File: config.mk
export PLATFORM = sky130hd
export DESIGN_NAME = win_watchdog
export DESIGN_NICKNAME = d
export VERILOG_FILES = /design/src/rtl/wwd_pkg.sv /design/src/rtl/wwd_bus_regs.sv /design/src/rtl/wwd_phase_counter.sv /design/src/rtl/wwd_fault_latch.sv /design/src/rtl/win_watchdog.sv
export SDC_FILE = /design/constraint.sdc
export NUM_CORES = 1
export LEC_CHECK = 0
export ABC_AREA = 1
export BUFFER_PORTS_ARGS = -buffer_cell sky130_fd_sc_hd__buf_4
export CORE_UTILIZATION = 40
export CTS_CLUSTER_DIAMETER = 30
export DETAILED_ROUTE_END_ITERATION = 10
export PLACE_DENSITY = 0.57
export SETUP_SLACK_MARGIN = 0.15
export SLEW_MARGIN = 20
export SYNTH_ARGS = -nofsm -noshare
export SYNTH_HDL_FRONTEND = slang
export SYNTH_HIERARCHICAL = 1
export SYNTH_SLANG_ARGS = --single-unit
File: constraint.sdc
create_clock -name clk -period 2.9 [get_ports clk]
set_clock_uncertainty 0.2 [all_clocks]
set_input_delay 0.145 -clock clk [delete_from_list [all_inputs] [get_ports clk]]
set_output_delay 0.145 -clock clk [all_outputs]
set_load 0.05 [all_outputs]
File: src/rtl/wwd_pkg.sv
// Package wwd_pkg: shared types and register layout for the window watchdog.
// Assumes a 32-bit data word, since the control fields sit at bits 0, 8 and 16.
package wwd_pkg;

    typedef enum logic [1:0] {
        PH_IDLE   = 2'd0,
        PH_CLOSED = 2'd1,
        PH_OPEN   = 2'd2,
        PH_TRIP   = 2'd3
    } wwd_phase_e;

    localparam int OFS_GATE     = 0;
    localparam int OFS_CTRL     = 4;
    localparam int OFS_WIN_BASE = 8;
    localparam int NUM_WIN      = 2;

    localparam int EN_BIT   = 0;
    localparam int KICK_BIT = 8;
    localparam int IRQ_BIT  = 16;

endpackage

File: src/rtl/wwd_bus_regs.sv
// Module wwd_bus_regs: register file of the window watchdog.
// Holds the one-shot write gate, the enable bit, the interrupt flag and the
// two window lengths. Turns accepted control writes into start, stop and
// restart pulses for the counter.
// Assumes at most one bus write per cycle; reads are combinational.
module wwd_bus_regs
    import wwd_pkg::*;
#(
    parameter int ADDR_W = 4,
    parameter int DATA_W = 32
) (
    input  logic              clk,
    input  logic              rst_n,
    input  logic [ADDR_W-1:0] bus_addr,
    input  logic              bus_we,
    input  logic [DATA_W-1:0] bus_wdata,
    output logic [DATA_W-1:0] bus_rdata,
    input  logic              open_start,
    output logic              gate_q,
    output logic              en_q,
    output logic              irq_q,
    output logic              start_pulse,
    output logic              stop_pulse,
    output logic              kick_pulse,
    output logic [DATA_W-1:0] closed_len,
    output logic [DATA_W-1:0] open_len
);

    logic               sel_gate;
    logic               sel_ctrl;
    logic [NUM_WIN-1:0] sel_win;
    logic               ctrl_ok;
    logic [DATA_W-1:0]  win_len [NUM_WIN];

    assign sel_gate = (bus_addr == ADDR_W'(OFS_GATE));
    assign sel_ctrl = (bus_addr == ADDR_W'(OFS_CTRL));
    assign ctrl_ok  = bus_we && sel_ctrl && gate_q;

    // Decode the effect of an accepted control write.
    always_comb begin
        start_pulse = ctrl_ok && bus_wdata[EN_BIT] && !en_q;
        stop_pulse  = ctrl_ok && !bus_wdata[EN_BIT] && en_q;
        kick_pulse  = ctrl_ok && bus_wdata[KICK_BIT] && bus_wdata[EN_BIT] && en_q;
    end

    // One-shot gate: set or cleared by its own register, consumed by a control write.
    always_ff @(posedge clk) begin
        if (!rst_n)
            gate_q <= 1'b0;
        else if (bus_we && sel_gate)
            gate_q <= bus_wdata[0];
        else if (ctrl_ok)
            gate_q <= 1'b0;
    end

    // Enable bit: follows bit 0 of every accepted control write.
    always_ff @(posedge clk) begin
        if (!rst_n)
            en_q <= 1'b0;
        else if (ctrl_ok)
            en_q <= bus_wdata[EN_BIT];
    end

    // Interrupt flag: set at the start of an open window, write-1-to-clear.
    always_ff @(posedge clk) begin
        if (!rst_n)
            irq_q <= 1'b0;
        else if (open_start)
            irq_q <= 1'b1;
        else if (ctrl_ok && bus_wdata[IRQ_BIT])
            irq_q <= 1'b0;
    end

    // One length register per window, writable only while the timer is off.
    for (genvar g = 0; g < NUM_WIN; g++) begin : g_win
        logic [DATA_W-1:0] len_q;

        assign sel_win[g] = (bus_addr == ADDR_W'(OFS_WIN_BASE + 4 * g));
        assign win_len[g] = len_q;

        // Load the window length while the timer is disabled.
        always_ff @(posedge clk) begin
            if (!rst_n)
                len_q <= '0;
            else if (bus_we && sel_win[g] && !en_q)
                len_q <= bus_wdata;
        end
    end

    assign closed_len = win_len[0];
    assign open_len   = win_len[1];

    // Read multiplexer; the restart bit always reads 0.
    always_comb begin
        bus_rdata = '0;
        if (sel_gate) begin
            bus_rdata[0] = gate_q;
        end else if (sel_ctrl) begin
            bus_rdata[EN_BIT]  = en_q;
            bus_rdata[IRQ_BIT] = irq_q;
        end else begin
            for (int i = 0; i < NUM_WIN; i++)
                if (sel_win[i])
                    bus_rdata = win_len[i];
        end
    end

endmodule

File: src/rtl/wwd_phase_counter.sv
// Module wwd_phase_counter: two-phase window counter.
// Runs the closed window and then the open window, judges restart requests
// and reports a fault. A length of zero counts as one cycle. Once it trips,
// it holds until reset.
// Assumes that start, stop and kick are never high together.
module wwd_phase_counter
    import wwd_pkg::*;
#(
    parameter int CNT_W = 32
) (
    input  logic             clk,
    input  logic             rst_n,
    input  logic             start,
    input  logic             stop,
    input  logic             kick,
    input  logic [CNT_W-1:0] closed_len,
    input  logic [CNT_W-1:0] open_len,
    output wwd_phase_e       phase,
    output logic             open_start,
    output logic             fault_evt
);

    wwd_phase_e       ph_q, ph_d;
    logic [CNT_W-1:0] cnt_q, cnt_d;

    function automatic logic [CNT_W-1:0] load_of(input logic [CNT_W-1:0] len);
        return (len == '0) ? '0 : len - CNT_W'(1);
    endfunction

    // Next phase and count for the current request and count value.
    always_comb begin
        ph_d       = ph_q;
        cnt_d      = cnt_q;
        open_start = 1'b0;
        fault_evt  = 1'b0;
        case (ph_q)
            PH_IDLE: begin
                if (start) begin
                    ph_d  = PH_CLOSED;
                    cnt_d = load_of(closed_len);
                end
            end
            PH_CLOSED: begin
                if (stop) begin
                    ph_d = PH_IDLE;
                end else if (kick) begin
                    ph_d      = PH_TRIP;
                    fault_evt = 1'b1;
                end else if (cnt_q == '0) begin
                    ph_d       = PH_OPEN;
                    cnt_d      = load_of(open_len);
                    open_start = 1'b1;
                end else begin
                    cnt_d = cnt_q - CNT_W'(1);
                end
            end
            PH_OPEN: begin
                if (stop) begin
                    ph_d = PH_IDLE;
                end else if (kick) begin
                    ph_d  = PH_CLOSED;
                    cnt_d = load_of(closed_len);
                end else if (cnt_q == '0) begin
                    ph_d      = PH_TRIP;
                    fault_evt = 1'b1;
                end else begin
                    cnt_d = cnt_q - CNT_W'(1);
                end
            end
            default: begin
                ph_d = PH_TRIP;
            end
        endcase
    end

    // Phase and count registers.
    always_ff @(posedge clk) begin
        if (!rst_n) begin
            ph_q  <= PH_IDLE;
            cnt_q <= '0;
        end else begin
            ph_q  <= ph_d;
            cnt_q <= cnt_d;
        end
    end

    assign phase = ph_q;

endmodule

File: src/rtl/wwd_fault_latch.sv
// Module wwd_fault_latch: holds the reset request after any window fault.
// Assumes fault_evt is a single-cycle pulse; the output clears only on rst_n.
module wwd_fault_latch (
    input  logic clk,
    input  logic rst_n,
    input  logic fault_evt,
    output logic reset_req
);

    // Sticky set on a fault event.
    always_ff @(posedge clk) begin
        if (!rst_n)
            reset_req <= 1'b0;
        else if (fault_evt)
            reset_req <= 1'b1;
    end

endmodule

File: src/rtl/win_watchdog.sv
// Module win_watchdog: top level of the window watchdog.
// Joins the register file, the phase counter and the fault latch.
// Assumes a simple synchronous register bus with combinational read data.
module win_watchdog
    import wwd_pkg::*;
#(
    parameter int ADDR_W = 4,
    parameter int DATA_W = 32
) (
    input  logic              clk,
    input  logic              rst_n,
    input  logic [ADDR_W-1:0] bus_addr,
    input  logic              bus_we,
    input  logic [DATA_W-1:0] bus_wdata,
    output logic [DATA_W-1:0] bus_rdata,
    output logic              wdt_reset_o,
    output logic              irq_o
);

    logic              gate_open;
    logic              en_on;
    logic              irq_flag;
    logic              start_pulse;
    logic              stop_pulse;
    logic              kick_pulse;
    logic              open_start;
    logic              fault_evt;
    logic [DATA_W-1:0] closed_len;
    logic [DATA_W-1:0] open_len;
    wwd_phase_e        phase;

    wwd_bus_regs #(
        .ADDR_W (ADDR_W),
        .DATA_W (DATA_W)
    ) u_regs (
        .clk         (clk),
        .rst_n       (rst_n),
        .bus_addr    (bus_addr),
        .bus_we      (bus_we),
        .bus_wdata   (bus_wdata),
        .bus_rdata   (bus_rdata),
        .open_start  (open_start),
        .gate_q      (gate_open),
        .en_q        (en_on),
        .irq_q       (irq_flag),
        .start_pulse (start_pulse),
        .stop_pulse  (stop_pulse),
        .kick_pulse  (kick_pulse),
        .closed_len  (closed_len),
        .open_len    (open_len)
    );

    wwd_phase_counter #(
        .CNT_W (DATA_W)
    ) u_counter (
        .clk        (clk),
        .rst_n      (rst_n),
        .start      (start_pulse),
        .stop       (stop_pulse),
        .kick       (kick_pulse),
        .closed_len (closed_len),
        .open_len   (open_len),
        .phase      (phase),
        .open_start (open_start),
        .fault_evt  (fault_evt)
    );

    wwd_fault_latch u_fault (
        .clk       (clk),
        .rst_n     (rst_n),
        .fault_evt (fault_evt),
        .reset_req (wdt_reset_o)
    );

    assign irq_o = irq_flag;

endmodule

; Word-level counts from Yosys, hierarchy flattened
; Cells that the tools add are included.
[op_classes]
n_addsub = 3
n_eq_ne = 12
mux = 37
reduce_logical = 27
[ops]
columns = operator, count
row1 = $mux 32, 11
row2 = $logic_not 32->1, 3
row3 = $pmux 32 s3, 1
row4 = $sub 32x1->32 const B, 3
row5 = $mux 31, 1
row6 = $mux 15, 2
row7 = $logic_and 1x1->1, 15
row8 = $mux 2, 7
row9 = $mux 1, 13
row10 = $eq 4x4->1 const B, 2
row11 = $ne 2x2->1 const B, 4
row12 = $ne 4x3->1 const B, 2
row13 = $pmux 2 s3, 1
row14 = $reduce_and 6->1, 1
row15 = $eq 4x3->1 const B, 1
row16 = $logic_not 4->1, 1
row17 = $reduce_bool 2->1, 2
row18 = $ne 3x3->1 const B, 1
row19 = $reduce_and 3->1, 1
row20 = $reduce_bool 3->1, 1
row21 = $eq 2x1->1 const B, 1
row22 = $eq 2x2->1 const B, 1
row23 = $logic_not 1->1, 2
row24 = $logic_not 2->1, 1
row25 = $pmux 1 s2, 1
[totals]
output_inout_bits = 34
input_bits = 39
reg_bits = 102

; Longest topological paths before layout
[logic_depth]
word_depth = 10
ltp_mapped = 14

; Modules after synthesis
; Netlist, hierarchy kept.
[modules_own_cells]
columns = mod, n_inst, area_each_um2, cells_each, seq_area_each_um2
row1 = wwd_phase_counter, 1, 5459.0, 1061, 680.7
row2 = wwd_bus_regs, 1, 2927.8, 368, 1341.3
row3 = wwd_fault_latch, 1, 31.3, 4, 20.0

; Worst setup path before layout
; OpenSTA, ideal clock, no wires.
[synth_timing]
path_type = register to register
start = register u_regs.g_win[0].len_q[0], in the netlist u_regs/closed_len[0]
end = register u_counter.cnt_q[10]
n_path_buf = 1
slack_ns = 0.841
period_less_slack_ns = 2.059
stages_incl_launch_ff = 15
arrival_time_ns = 1.726
setup_time_ns = 0.132
path_cell_list = dfxtp_1 -> inv_1 -> ha_1 -> nand2_1 -> nor2_4 -> nand2_2 -> nor2_4 -> inv_2 -> buf_2 -> nand3_1 -> nand2_1 -> nand3_1 -> nand3_1 -> nand2_1 -> a21oi_1
[synth_via]
elab_chain_len = 5
[synth_lines]
columns = item, line
row1 = from (decl), wwd_bus_regs.sv:76  ; logic [DATA_W-1:0] len_q;
row2 = from (signal assigned), wwd_bus_regs.sv:86  ; len_q <= bus_wdata;
row3 = $sub 32x1->32 / $logic_not 32->1 (equally long branches), wwd_phase_counter.sv:27  ; return (len == '0) ? '0 : len - CNT_W'(1);
row4 = $mux 32 (*), wwd_phase_counter.sv:27
row5 = $mux 32, wwd_phase_counter.sv:60  ; end else if (kick) begin
row6 = $mux 32, wwd_phase_counter.sv:58  ; if (stop) begin
row7 = $pmux 32 s3 (*), wwd_phase_counter.sv:36  ; case (ph_q)
row8 = to (signal assigned), wwd_phase_counter.sv:83  ; cnt_q <= cnt_d;
row9 = to (decl), wwd_phase_counter.sv:24  ; logic [CNT_W-1:0] cnt_q, cnt_d;
; Mark *: on every way between the ends. The rest lies on a longest branch, timed or not. The select of a mux whose other input is x is not followed.
; A chain may end at the register's enable or synchronous reset.

; Worst setup path after layout
[layout_timing]
start = register u_regs.g_win[1].len_q[2], in the netlist u_regs/open_len[2]
end = register u_counter.cnt_q[15]
[layout_via]
elab_chain_len = 6
[layout_lines]
columns = item, line
row1 = from (decl), wwd_bus_regs.sv:76
row2 = from (signal assigned), wwd_bus_regs.sv:86
row3 = $sub 32x1->32 / $logic_not 32->1 (equally long branches), wwd_phase_counter.sv:27
row4 = $mux 32 (*), wwd_phase_counter.sv:27
row5 = $mux 32 (*), wwd_phase_counter.sv:49  ; end else if (cnt_q == '0) begin
row6 = $mux 32 (*), wwd_phase_counter.sv:46  ; end else if (kick) begin
row7 = $mux 32 (*), wwd_phase_counter.sv:44  ; if (stop) begin
row8 = $pmux 32 s3 (*), wwd_phase_counter.sv:36
; Marks and branches as above.

==> impl_metrics.csv <==
group,metric,value,unit
outcome,outcome,"complete, but fails checks",
outcome,violations,"hold timing",
worst_setup_path,worst-r2r-setup-slack,0.34,ns
synth,yosysTopAreaCell,"dfxtp_1",
floorplan,ios,73,
timing,hold_violations,1,
timing,fmax,0.391,GHz
layout,fillers,2255,
timing,drv_slew,0,
worst_setup_path,crit_fanout,5,
placement,portBuffers,72,
worst_setup_path,critPathKind,"reg -> reg",
min_path,min_from,"bus_addr[2]",
min_path,min_path_cells,5,
pwr,power.leakage,4.48,nW
drt,wire_per_inst,17.9,µm
timing,final.setup.tns,0,ns
timing,rsz0062_at_grt,"true",
global_routing,grt_pass1_vias,9131,
cts,cts_buffers,9,
synth,ys_warn_count,6,
placement,hpwl,24000,µm
synth,synthDistinctLibCells,35,
floorplan,num_rows,52,
worst_setup_path,cp.required,2.99,ns
drt,vias,9873,
floorplan,die-width,147,µm
cts,insertion_delay,0.36,ns
worst_setup_path,cp_top_family,"simple AND/OR/NAND/NOR gates",
synth,ys.flop_type,"dfxtp_1",
synth,synth_edf_count,0,
timing,timing.final.crit_period,2.56,ns
timing,worst_pin_slew,0.638,ns
cts,htree_levels,3,
layout,multi_input_area,0.00563,mm²
floorplan,dieArea,0.0216,mm²
cts,clockBufferDepth,2,
worst_setup_path,worstReg2RegStart,"u_regs/open_len[2]",
synth,ys_seq_area_share,24.3,%
layout,layout.nets,1572,
run,cap_violations,0,
worst_setup_path,crit_top_cell,"nand3_1",
drt,wirelength,32200,µm
synth,synth_top_area_share,24.3,%
timing,hold_ws,-0.000395,ns
synth,synth_area,0.00842,mm²
min_path,hold_class,"in -> reg",
placement,gp_congestion,0.924,
worst_setup_path,crit_buf_inv,1,
drt,drc_errors,0,
floorplan,initial_core_util,41.2,%
synth,synth_nets,1479,
floorplan,die_h,147,µm
cts,path_clk_slew,0.08,ns
global_routing,grt_overflow,0,
worst_setup_path,startpoint,"u_regs/open_len[2]",
worst_setup_path,reg2reg_depth,10,
cts,clock-sinks,102,
drt,viasPerCell,5.49,
worst_setup_path,end_kind,"flop",
floorplan,core,0.0204,mm²
synth,syn_avg_cell_area,5.87,µm²
synth,ys_seq_elements,102,
worst_setup_path,worst-path-stages,10,
drt,antenna_left,0,
worst_setup_path,path_cells,"inv_1 -> nand3_1 -> nor2_1 -> nand2_1 -> xor2_1 -> o21ai_0 -> nand3_1 -> nand3_1 -> nand2_1 -> a21oi_1",
drt,drt-pass1-iter-count,6,
drt,drt_iter0_markers,978,
synth,async_reset_ff_share,0,%
global_routing,antenna_found_initial,0,
worst_setup_path,cp_slowest_stage_delay,0.47,ns
global_routing,grt_pass1_wl,50300,µm
layout,seq_area,0.00204,mm²
pwr,ir_drop,0.000495,V
layout,insertedDiodeCount,0,
layout,drive_above_1_share,11.0,%
cts,cts_tree,"yes",
layout,final_cell_mix,"nand2_1 (420), nand3_1 (217), nor2_1 (188), a21oi_1 (131), buf_4 (115)",
cts,root_buffer,"clkbuf_16",
worst_setup_path,cpMaxStageDelayCell,"nor2_1",
synth,synthCells,1433,
pwr,power.total,10.7,mW
timing,slew_headroom,57.5,%
global_routing,grt_max_degree,63,
timing,period_share,88.3,%
worst_setup_path,arrival,2.65,ns
timing,finalSetupViolCount,0,
layout,layout_commonest_cell,"nand2_1",
synth,ys_top_cells_by_area,"dfxtp_1 (24%), nand2_1 (19%), nand3_1 (13%)",
global_routing,grtUsageTotal,29.8,%
worst_setup_path,critPathLaunchType,"flop",
pwr,power_density,1080,mW/mm²
layout,area_growth,17.9,%
## synthesized netlist by cell type (4+ instances only)
cell	count
nor2_2	9
o21bai_1	16
buf_2	19
xor2_1	27
nor2_4	7
nand2_2	4
buf_6	9
o211ai_1	4
inv_1	87
nand2_1	420
nand3_1	217
ha_1	7
nand3b_1	7
inv_2	7
dfxtp_1	102
a21oi_1	132
nor2_1	189
nand4_1	21
buf_4	14
clkbuf_1	23
a22o_1	30
o21ai_0	44
xnor2_1	16
## state kept, by name, summed over array words and instances, names as in the netlist
register / cells
u_counter/cnt_q: 32
u_regs/closed_len: 32
u_regs/open_len: 32
u_counter/phase: 2
u_fault/reset_req: 1
u_regs/en_q: 1
u_regs/gate_q: 1
u_regs/irq_q: 1
## final timing paths
check,to
worst max-delay path,u_counter/cnt_q[15]
worst min-delay path,u_regs/open_len[2]
worst max register to register,u_counter/cnt_q[15]
worst min register to register,u_fault/reset_req
## where the power goes
part,leakage [nW],internal (mW),switching [mW]
Sequential,0.826,1.59,0.256
Combinational,3.52,2.41,5.19
Clock,0.135,0.672,0.593
Total,4.48,4.67,6.04
## cells by family after synthesis
logic type,share of synthesized area [%]
simple gates,44.8
compound gates,15.8
buf+inv,9.57
flops,24.3
xor+xnor,4.47
fa+ha+maj,1.04
## metrics by stage
step | instance area [µm²] | hold WS (ns) | util [%] | worst slack (ns) | instances
floorplan | 8420 | 0.0572 | - | 0.841 | 1433
global placement | 9230 | 0.222 | 45.2 | 0.267 | 1748
detailed placement | 9230 | 0.225 | 45.2 | 0.236 | 1748
CTS | 9870 | 0.000359 | 48.3 | 0.226 | 1798
global route | 9930 | 0.0193 | 48.6 | 0.158 | 1800
finish | 9930 | -0.000395 | 48.6 | 0.341 | 1800
## worst register-to-register path: stages, from the launching register on
cell     delay (ns)
dfxtp_1        0.40
inv_1          0.09
nand3_1        0.17
nor2_1         0.47
nand2_1        0.23
xor2_1         0.20
o21ai_0        0.36
nand3_1        0.13
nand3_1        0.09
nand2_1        0.05
a21oi_1        0.11
## routing by layer
layer / vias to the layer above / wire [µm] / GRT usage, %
li1: 4914 / - / -
met1: 4531 / 14900 / 41.8
met2: 377 / 14400 / 47.5
met3: 51 / 2110 / 3.79
met4: 0 / 707 / 8.40
met5: - / 0 / 0
## timing repair
item | 4_1_cts | 5_1_grt
endpoints found under the hold margin | 70 | 0
endpoints found under the setup margin | 0 | 30
setup buffers | 0 | 1
hold buffers | 35 | 0
resized for setup | 0 | 6
## area by class of cell
| type | instances | area share [%] |
|---|---|---|
| clock buffers | 9 | 2.27 |
| clock inverters | 6 | 0.706 |
| inverters | 95 | 3.62 |
| multi-input cells | 1165 | 56.7 |
| flip-flops and latches | 102 | 20.6 |
| well taps | 270 | 3.40 |
| repair buffers | 153 | 12.7 |
No activity file was read; power rests on OpenSTA's default activity.
